[src/rtl/rm_pkg.sv]
package rm_pkg;

   localparam int RM_TABLE_RANGES = 10;

   typedef enum logic [1:0] {
      OWN_NONE = 2'b00,
      OWN_A    = 2'b01,
      OWN_B    = 2'b10
   } own_e;

   // inclusive lower bound of window i
   function automatic logic [31:0] win_lo(input int i);
      case (i)
         0:       win_lo = 32'h4140_0000;
         1:       win_lo = 32'h2800_0000;
         2:       win_lo = 32'h2800_0800;
         3:       win_lo = 32'h2400_0000;
         4:       win_lo = 32'h2480_0000;
         5:       win_lo = 32'h4060_0000;
         6:       win_lo = 32'h40C0_0000;
         7:       win_lo = 32'h2800_0004;
         8:       win_lo = 32'h2800_0008;
         9:       win_lo = 32'h2800_0000;
         default: win_lo = 32'hFFFF_FFFF;
      endcase
   endfunction

   // inclusive upper bound of window i
   function automatic logic [31:0] win_hi(input int i);
      case (i)
         0:       win_hi = 32'h4140_FFFF;
         1:       win_hi = 32'h2800_0777;
         2:       win_hi = 32'h2800_0FFF;
         3:       win_hi = 32'h2477_7777;
         4:       win_hi = 32'h24FF_FFFF;
         5:       win_hi = 32'h4060_FFFF;
         6:       win_hi = 32'h40C0_FFFF;
         7:       win_hi = 32'h2800_0007;
         8:       win_hi = 32'h2800_000F;
         9:       win_hi = 32'h2800_0003;
         default: win_hi = 32'h0000_0000;
      endcase
   endfunction

   // bit i set: window i may be used for this state/master/kind
   function automatic logic [RM_TABLE_RANGES-1:0] perm_mask(
      input own_e st, input logic master_b, input logic is_wr);
      logic [RM_TABLE_RANGES-1:0] m;
      m = master_b ? 10'h051 : 10'h029;          // base rights, read and write
      case (st)
         OWN_NONE: if (is_wr) m = m | 10'h080;   // claim word, write only
         OWN_A: if (!master_b) begin
            m = m | 10'h202;                     // engine window + data word
            if (is_wr) m = m | 10'h100;          // release word
         end
         OWN_B: if (master_b) begin
            m = m | 10'h204;
            if (is_wr) m = m | 10'h100;
         end
         default: m = '0;
      endcase
      perm_mask = m;
   endfunction

endpackage

[src/rtl/rm_range_match.sv]
module rm_range_match #(
   parameter int ADDR_W     = 32,
   parameter int NUM_RANGES = 10
) (
   input  logic [ADDR_W-1:0]     addr,
   output logic [NUM_RANGES-1:0] hit
);
   import rm_pkg::*;

   if (ADDR_W < 32) begin : g_bad_width
      $error("rm_range_match: ADDR_W must be at least 32");
   end

   for (genvar i = 0; i < NUM_RANGES; i++) begin : g_win
      localparam logic [ADDR_W-1:0] LO = ADDR_W'(win_lo(i));
      localparam logic [ADDR_W-1:0] HI = ADDR_W'(win_hi(i));
      if (win_lo(i) > win_hi(i)) begin : g_bad_win
         $error("rm_range_match: window with lower bound above upper bound");
      end
      // comparator variant chosen by bound: skip the lower compare at zero
      if (LO == '0) begin : g_hi_only
         assign hit[i] = (addr <= HI);
      end else if (LO == HI) begin : g_single
         assign hit[i] = (addr == LO);
      end else begin : g_both
         assign hit[i] = (addr >= LO) && (addr <= HI);
      end
   end
endmodule

[src/rtl/rm_perm_table.sv]
module rm_perm_table #(
   parameter int NUM_RANGES = 10
) (
   input  rm_pkg::own_e          state,
   input  logic                  master_b,
   input  logic                  is_wr,
   input  logic [NUM_RANGES-1:0] hit,
   output logic                  grant
);
   import rm_pkg::*;

   if (NUM_RANGES != RM_TABLE_RANGES) begin : g_bad_count
      $error("rm_perm_table: NUM_RANGES must match the fixed policy table");
   end

   logic [NUM_RANGES-1:0] allow;

   always_comb begin
      allow = perm_mask(state, master_b, is_wr);
   end

   // deny by default; any permitted window hit grants
   assign grant = |(allow & hit);
endmodule

[src/rtl/rm_owner_fsm.sv]
module rm_owner_fsm (
   input  logic         clk,
   input  logic         rst,
   input  logic         upd_en,     // granted write this cycle
   input  logic         master_b,
   input  logic         claim_hit,
   input  logic         release_hit,
   output rm_pkg::own_e state_q
);
   import rm_pkg::*;

   own_e state_d;

   always_comb begin
      state_d = state_q;
      if (upd_en) begin
         case (state_q)
            OWN_NONE: if (claim_hit) state_d = master_b ? OWN_B : OWN_A;
            OWN_A:    if (release_hit && !master_b) state_d = OWN_NONE;
            OWN_B:    if (release_hit &&  master_b) state_d = OWN_NONE;
            default:  state_d = OWN_NONE;
         endcase
      end
   end

   always_ff @(posedge clk) begin
      if (rst) state_q <= OWN_NONE;
      else     state_q <= state_d;
   end

   AST_NO_DIRECT_SWAP_A: assert property (@(posedge clk) disable iff (rst)
      (state_q == OWN_A) |=> (state_q != OWN_B));
   AST_NO_DIRECT_SWAP_B: assert property (@(posedge clk) disable iff (rst)
      (state_q == OWN_B) |=> (state_q != OWN_A));
   AST_HOLD_WITHOUT_WRITE: assert property (@(posedge clk) disable iff (rst)
      !upd_en |=> $stable(state_q));
   AST_STATE_LEGAL: assert property (@(posedge clk) disable iff (rst)
      $onehot0(state_q));
endmodule

[src/rtl/bus_ref_monitor.sv]
module bus_ref_monitor #(
   parameter int ADDR_W      = 32,
   parameter int NUM_RANGES  = 10,
   parameter int CLAIM_IDX   = 7,
   parameter int RELEASE_IDX = 8
) (
   input  logic              clk,
   input  logic              rst,
   input  logic              req_valid,
   input  logic              req_master,
   input  logic              req_write,
   input  logic [ADDR_W-1:0] req_addr,
   output logic              fwd_valid,
   output logic              fwd_master,
   output logic              fwd_write,
   output logic [ADDR_W-1:0] fwd_addr,
   output logic              chk_violation,
   output logic [1:0]        owner_state
);
   import rm_pkg::*;

   if (CLAIM_IDX >= NUM_RANGES || RELEASE_IDX >= NUM_RANGES
       || CLAIM_IDX == RELEASE_IDX) begin : g_bad_idx
      $error("bus_ref_monitor: trigger window indices invalid");
   end

   logic [NUM_RANGES-1:0] hit;
   logic                  perm_ok;
   logic                  grant_now;
   own_e                  state_q;

   rm_range_match #(.ADDR_W(ADDR_W), .NUM_RANGES(NUM_RANGES)) u_match (
      .addr (req_addr),
      .hit  (hit)
   );

   rm_perm_table #(.NUM_RANGES(NUM_RANGES)) u_perm (
      .state    (state_q),
      .master_b (req_master),
      .is_wr    (req_write),
      .hit      (hit),
      .grant    (perm_ok)
   );

   assign grant_now = req_valid && perm_ok;

   rm_owner_fsm u_fsm (
      .clk         (clk),
      .rst         (rst),
      .upd_en      (grant_now && req_write),
      .master_b    (req_master),
      .claim_hit   (hit[CLAIM_IDX]),
      .release_hit (hit[RELEASE_IDX]),
      .state_q     (state_q)
   );

   // one-cycle decision stage
   always_ff @(posedge clk) begin
      if (rst) begin
         fwd_valid     <= 1'b0;
         fwd_master    <= 1'b0;
         fwd_write     <= 1'b0;
         fwd_addr      <= '0;
         chk_violation <= 1'b0;
      end else begin
         fwd_valid     <= grant_now;
         chk_violation <= req_valid && !perm_ok;
         if (grant_now) begin
            fwd_master <= req_master;
            fwd_write  <= req_write;
            fwd_addr   <= req_addr;
         end
      end
   end

   assign owner_state = state_q;

   AST_ONE_DECISION: assert property (@(posedge clk) disable iff (rst)
      req_valid |=> (fwd_valid != chk_violation));
   AST_NO_SPURIOUS: assert property (@(posedge clk) disable iff (rst)
      !req_valid |=> (!fwd_valid && !chk_violation));
   AST_DENY_KEEPS_OWNER: assert property (@(posedge clk) disable iff (rst)
      chk_violation |-> (owner_state == $past(owner_state)));
   AST_READ_KEEPS_OWNER: assert property (@(posedge clk) disable iff (rst)
      (req_valid && !req_write) |=> $stable(owner_state));
   AST_FWD_ADDR: assert property (@(posedge clk) disable iff (rst)
      grant_now |=> (fwd_addr == $past(req_addr)));
endmodule

[config.mk]
export PLATFORM = sky130hd
export DESIGN_NAME = bus_ref_monitor
export DESIGN_NICKNAME = d
export VERILOG_FILES = /design/src/rtl/rm_pkg.sv /design/src/rtl/rm_range_match.sv /design/src/rtl/rm_perm_table.sv /design/src/rtl/rm_owner_fsm.sv /design/src/rtl/bus_ref_monitor.sv
export SDC_FILE = /design/constraint.sdc
export NUM_CORES = 1
export LEC_CHECK = 0
export ABC_AREA = 1
export BUFFER_PORTS_ARGS = -buffer_cell sky130_fd_sc_hd__buf_2
export CORE_ASPECT_RATIO = 0.9
export CORE_MARGIN = 1.5
export CORE_UTILIZATION = 46
export DETAILED_ROUTE_END_ITERATION = 8
export PLACE_DENSITY = 0.85
export SLEW_MARGIN = 20
export SYNTH_ARGS = -nofsm -noshare
export SYNTH_HDL_FRONTEND = slang
export SYNTH_SLANG_ARGS = --single-unit
export TNS_END_PERCENT = 30
[constraint.sdc]
create_clock -name clk -period 1.76 [get_ports clk]
set_input_delay 0.352 -clock clk [delete_from_list [all_inputs] [get_ports clk]]
set_output_delay 0.352 -clock clk [all_outputs]
set_load 0.1 [all_outputs]
# After elaboration in Yosys (flattened, before gate mapping)
# Index checks and enable logic that the tools add are counted.
# Widths: inputs -> output; s select.
dict set report word_totals {
  reg_bits 38
  input_bits 37
  output_inout_bits 38
  elab_cells 63
}
dict set report classes {
  order_cmp 19
  eq_ne 5
  mux 12
  bitwise_logic 1
  reduce_logical 20
}
# operator count
set ops {}
lappend ops {{$le 32x30->1 const B} 7}
lappend ops {{$ge 32x30->1 const B} 6}
lappend ops {{$ge 32x31->1 const B} 3}
lappend ops {{$le 32x31->1 const B} 3}
lappend ops {{$pmux 10 s3} 1}
lappend ops {{$mux 10} 2}
lappend ops {{$mux 9} 2}
lappend ops {{$logic_and 1x1->1} 15}
lappend ops {{$and 10x10->10} 1}
lappend ops {{$reduce_or 10->1} 1}
lappend ops {{$mux 2} 4}
lappend ops {{$mux 8} 1}
lappend ops {{$mux 7} 1}
lappend ops {{$ne 2x1->1 const B} 3}
lappend ops {{$pmux 2 s3} 1}
lappend ops {{$reduce_and 4->1} 1}
lappend ops {{$eq 2x1->1 const B} 1}
lappend ops {{$eq 2x2->1 const B} 1}
lappend ops {{$logic_not 1->1} 2}
lappend ops {{$logic_not 2->1} 1}

# Longest topological paths before layout
dict set report logic_depth {
  depth_word 9
  depth_mapped 17
  depth_no_buf 17
}

# By module
# From an unflattened synthesis, not the netlist that was laid out.
dict set report unflattened {
  cells_unflattened 356
  area_unflattened_um2 2313.5
}
# module n_inst cells_each area_per_inst_um2 seq_area_each_um2
set by_module_without_submodules {}
lappend by_module_without_submodules {bus_ref_monitor 1 157 1378.8 720.7}
lappend by_module_without_submodules {rm_range_match 1 138 644.4 0.0}
lappend by_module_without_submodules {rm_owner_fsm 1 33 165.2 40.0}
lappend by_module_without_submodules {rm_perm_table 1 28 125.1 0.0}

# Worst setup path after synthesis
# Ideal clock, no wire load.
dict set report synth_path {
  kind {register to register}
  from {register u_fsm.state_q[1]}
  to {register fwd_addr[12]}
  setup_ns 0.118
  arrival_ns 2.148
  required_time_ns 1.642
  setup_slack_ns -0.506
  stages_incl_launch_ff 13
  path_buffers 1
  synth_period_minus_slack_ns 2.266
  cell_sequence {dfxtp_1 > nand2_1 > inv_1 > nor2_1 > nand4_1 > nand3_1 > nor2_1 > nand2_1 > nor2_2 > nor2_4 > buf_6 > o21ai_0 > nor2_1}
}
dict set report synth_via {
  elab_chain_len 5
  elab_cells_between_ends 7
  cone_classes {eq/ne (2); mux (1); bitwise (1); reduce/logical (3)}
}
# item line_no
set synth_rtl {}
lappend synth_rtl {{start: declaration} rm_owner_fsm.sv:8} ;# output rm_pkg::own_e state_q
lappend synth_rtl {{start signal: assignment} rm_owner_fsm.sv:28} ;# else state_q <= state_d;
lappend synth_rtl {{$eq 2x2->1 (tied with other cells)} rm_pkg.sv:50} ;# case (st)
lappend synth_rtl {{$pmux 10 s3 (*)} rm_pkg.sv:50}
lappend synth_rtl {{$and 10x10->10 (*)} rm_perm_table.sv:23} ;# assign grant = |(allow & hit);
lappend synth_rtl {{$reduce_or 10->1 (*)} rm_perm_table.sv:23}
lappend synth_rtl {{$logic_and 1x1->1 (*)} bus_ref_monitor.sv:45} ;# assign grant_now = req_valid && perm_ok;
lappend synth_rtl {{end signal: assignment} bus_ref_monitor.sv:71} ;# fwd_addr <= req_addr;
lappend synth_rtl {{end: declaration} bus_ref_monitor.sv:16} ;# output logic [ADDR_W-1:0] fwd_addr,
# Mark *: on every way between the ends. The rest lies on a longest branch, timed or not.
# A chain may end at the register's enable or synchronous reset.

# Worst setup path in the final report
dict set report layout_path {
  from {input req_addr[22]}
  to {register fwd_addr[13]}
}
dict set report layout_via {
  elab_chain_len 5
  elab_cells_between_ends 32
  cone_classes {order compare (19); bitwise (1); reduce/logical (12)}
}
# item line_no
set layout_rtl {}
lappend layout_rtl {{start: declaration} bus_ref_monitor.sv:12} ;# input logic [ADDR_W-1:0] req_addr,
lappend layout_rtl {{$ge 32x31->1 (tied with other cells)} rm_range_match.sv:26} ;# assign hit[i] = (addr >= LO) && (addr <= HI);
lappend layout_rtl {{$logic_and 1x1->1} rm_range_match.sv:26}
lappend layout_rtl {{$and 10x10->10 (*)} rm_perm_table.sv:23}
lappend layout_rtl {{$reduce_or 10->1 (*)} rm_perm_table.sv:23}
lappend layout_rtl {{$logic_and 1x1->1 (*)} bus_ref_monitor.sv:45}
# Marked as above.

==> impl_results.md <==
* Longest Clk Path Bufs at 2
* Port bufs at 74
* Leading post-synthesis cells by cell area: dfxtp_1 (33%), nor2_1 (17%), nand2_1 (12%)
* CTS tree: built
* Hpwl dp at 5540 µm
* Vias per cell at 5.92
* Nets at 565
* Vias in the first global route at between 2000 and 3000
* Clk pin slew, worst setup/hold paths at 80 ps
* Routed WL per cell at 18.9 µm
* FF-to-FF path depth at 11
* Design area at just over 4000 µm²
* Crit path kind: input pin to register
* Remaining DRCs at 0
* Period utilisation layout at 126%
* Leakage at 0.00210 µW
* Synthesis-stage register bit count at 38
* Yosys top cell area share at between 30% and 40%
* H-tree depth at 2
* Global Route met2 Usage at 47.7%
* Post-synth top area cell: dfxtp_1
* Die Span Y at between 70 and 80 µm
* Synth Flop Type: dfxtp_1
* Worst path arrival time at 2420 ps
* Maximum net fanout on the critical path at 5
* CP max-delay cell: nor2_1
* Detailed-route via count at between 3000 and 4000
* Cell Area, Synth at 2330 µm²
* Antenna violations before repair at 0
* Initial Utilization at between 40 and 50%
* FMAX at 451 MHz
* Ratio of cells with drive above 1 in the final layout at between 50 and 60%
* Clock Skew at roughly 7.7 ps
* Cell Pwr Density at 534 nW/µm²
* Placer's final routability congestion estimate at roughly 0.9
* Pin slew with the least headroom to its limit at 508 ps
* Hold worst-path end: fwd_write
* Setup TNS at -14320 ps
* Diodes inserted at 0
* Final setup violation count at 38
* Reg2reg end: fwd_addr[1]
* Post-synthesis cell type count at 30
* R2r startpoint: u_fsm.state_q[0]
* Worst EP required at roughly 2000 ps
* Antenna viol nets, final at 0
* Syn_nets at 414
* Drt first pass iters at 6
* Crit start category: input pin
* Utilization after layout at a little under nine tenths
* Register-to-register setup slack at -260 ps
* Clk_lat worst skew at just over 300 ps
* Area delta synth->final at 77.9%
* Core area at 4860 µm²
* Die area at roughly 5500 µm²
* Period minus WS final at around 2200 ps
* Final worst setup slack at -458 ps
* 1st-iter DRT viols at approximately 450
* Area after DPL at 3130 µm²
* Top-Level Pins at 75
* Max-slew violations at 0
* Overflow after GRT at 0
* Most frequent cell after synthesis: nor2_1
* Worst Hold Class: input pin to register
* Die width at 78.0 µm
* Maximum vdd ir drop at about 0.61 mV
* Global route hottest layer: met2
* Post-synth EDFFs at 0
* RSZ-0062 raised after global routing: yes
* Synth top cells by count: nor2_1 (103), nand2_1 (74), inv_1 (41), dfxtp_1 (38), nand3_1 (22)
* First-pass GRT wire length at roughly 13000 µm
* Crit path cell chain: buf_4, nand2_2, nor2_1, nand3_1, nand2_1, nand2_1, nand2_1, inv_1, nand2_1, nand2_2, nand2_2, nand3_2, nor2_4, nor2_4, buf_6, buf_12, o21ai_1, nor2_1
* Biggest cell delay along the critical path at ~260 ps
* Ys async rst share at 0%
* Worst setup EP type: register
* Outcome: complete, but fails checks
* Total count of hold-check failures in the final report at 0
* Clock root buffer: clkbuf_8
* Met1 GRT Util at between 30% and 40%
* Largest net degree at the start of global routing at 36
* CTS Buf Count at 5
* # placed instances at approximately 560
* Most used cell, CP: nand2_1
* Sequential area share after synthesis at 32.6%
* CTS Sinks at 38
* Hold Startpoint: rst
* Filler Cells Inserted at about 250
* GRT met3 Usage at ~5.0%
* Syn Inst Count at 377
* Violated checks: negative setup slack
* DP Worst Slack at -480 ps
* FP Rows at 24
* Avg Inst Size Synth at between 6 and 7 µm²
* WHS Path Cells at 2
* Max-slew headroom at about two thirds
* Yosys warnings at 0
* CTS hold repair buffers at 0
* Total GRT Usage at roughly 29%
* Detailed Route WL at 11200 µm
* Max cap viols at 0
* Post-route insts no fill at 594
-- what timing repair did --
| item | in CTS | in global routing |
|---|---|---|
| setup buffers | 6 | 17 |
| gates resized for setup | 31 | 155 |
| gates cloned | 0 | 5 |
| endpoints found under the setup margin | 37 | 38 |
| pin swaps | 9 | 42 |
-- registers in the layout (all words and copies together) (netlist names) --
signal / cells
fwd_addr: 32
u_fsm.state_q: 2
chk_violation: 1
fwd_master: 1
fwd_valid: 1
fwd_write: 1
-- kinds of logic after synthesis --
group | count (synthesis) | share of synthesized area [%]
flops | 38 | 32.6
buf+inv | 52 | 10.7
simple gates | 245 | 47.1
compound gates | 42 | 9.61
-- power by group --
group / switching (µW) / internal, µW
Combinational: 438 / 238
Clock: 333 / 315
Sequential: 13.7 / 878
-- cells in the final DEF (no fill, tap or decap), types with 5 or more instances in the layout --
cell type | synthesis | final
buf_12 | 0 | 5
buf_2 | 1 | 55
buf_4 | 0 | 68
buf_6 | 7 | 20
clkbuf_16 | 0 | 5
clkbuf_8 | 0 | 6
dfxtp_1 | 38 | 36
inv_1 | 41 | 29
inv_2 | 1 | 7
nand2_1 | 74 | 55
nand2_2 | 9 | 21
nand2_4 | 1 | 7
nand3_1 | 22 | 18
nand4_1 | 11 | 11
nor2_1 | 103 | 62
nor2_2 | 8 | 27
nor2_4 | 3 | 25
o21ai_1 | 11 | 21
o21ai_2 | 1 | 7
-- worst max path at each step --
stage	cells past startpoint	to	slack, ps	startpoint
floorplan	16	fwd_addr[13]	-30	req_addr[23]
detailed placement	15	fwd_addr[9]	-480	req_addr[25]
global route	18	fwd_addr[13]	-540	req_addr[22]
finish	18	fwd_addr[13]	-460	req_addr[22]
CTS	16	u_fsm.state_q[0]	-60	req_addr[30]
global placement	16	fwd_addr[1]	-370	req_addr[26]
-- per-stage QoR --
| step | hold slack, ps | total power (µW) |
|---|---|---|
| floorplan | 414 | 1200 |
| global placement | 443 | 1390 |
| detailed placement | 447 | 1390 |
| CTS | 262 | 2040 |
| global route | 272 | 2280 |
| finish | 274 | 2220 |
-- critical path, delay by kind of cell --
| family | cells | cell delay (ps) |
|---|---|---|
| compound gates | 1 | 170 |
| simple gates | 13 | 1420 |
| buf+inv | 4 | 470 |
-- routing by layer --
layer / wire, µm / vias up / share of wire [%]
li1: - / 1496 / -
met1: 4040 / 1576 / 36
met2: 4990 / 338 / 44
met3: 1310 / 106 / 12
met4: 916 / 0 / 8.1
met5: 0 / - / 0
-- cell type report --
cell class                      instances  area [µm²]  area share, %
Clock buffer                            6        82.6           1.99
Clock inverter                          2        12.5          0.302
Inverter                               42         193           4.65
Multi-Input combinational cell        287        1760           42.4
Sequential cell                        38         768           18.5
Tap cell                               65        81.3           1.96
Timing Repair Buffer                  154        1250           30.2
Note: power is estimated with default switching activity, not from simulation.
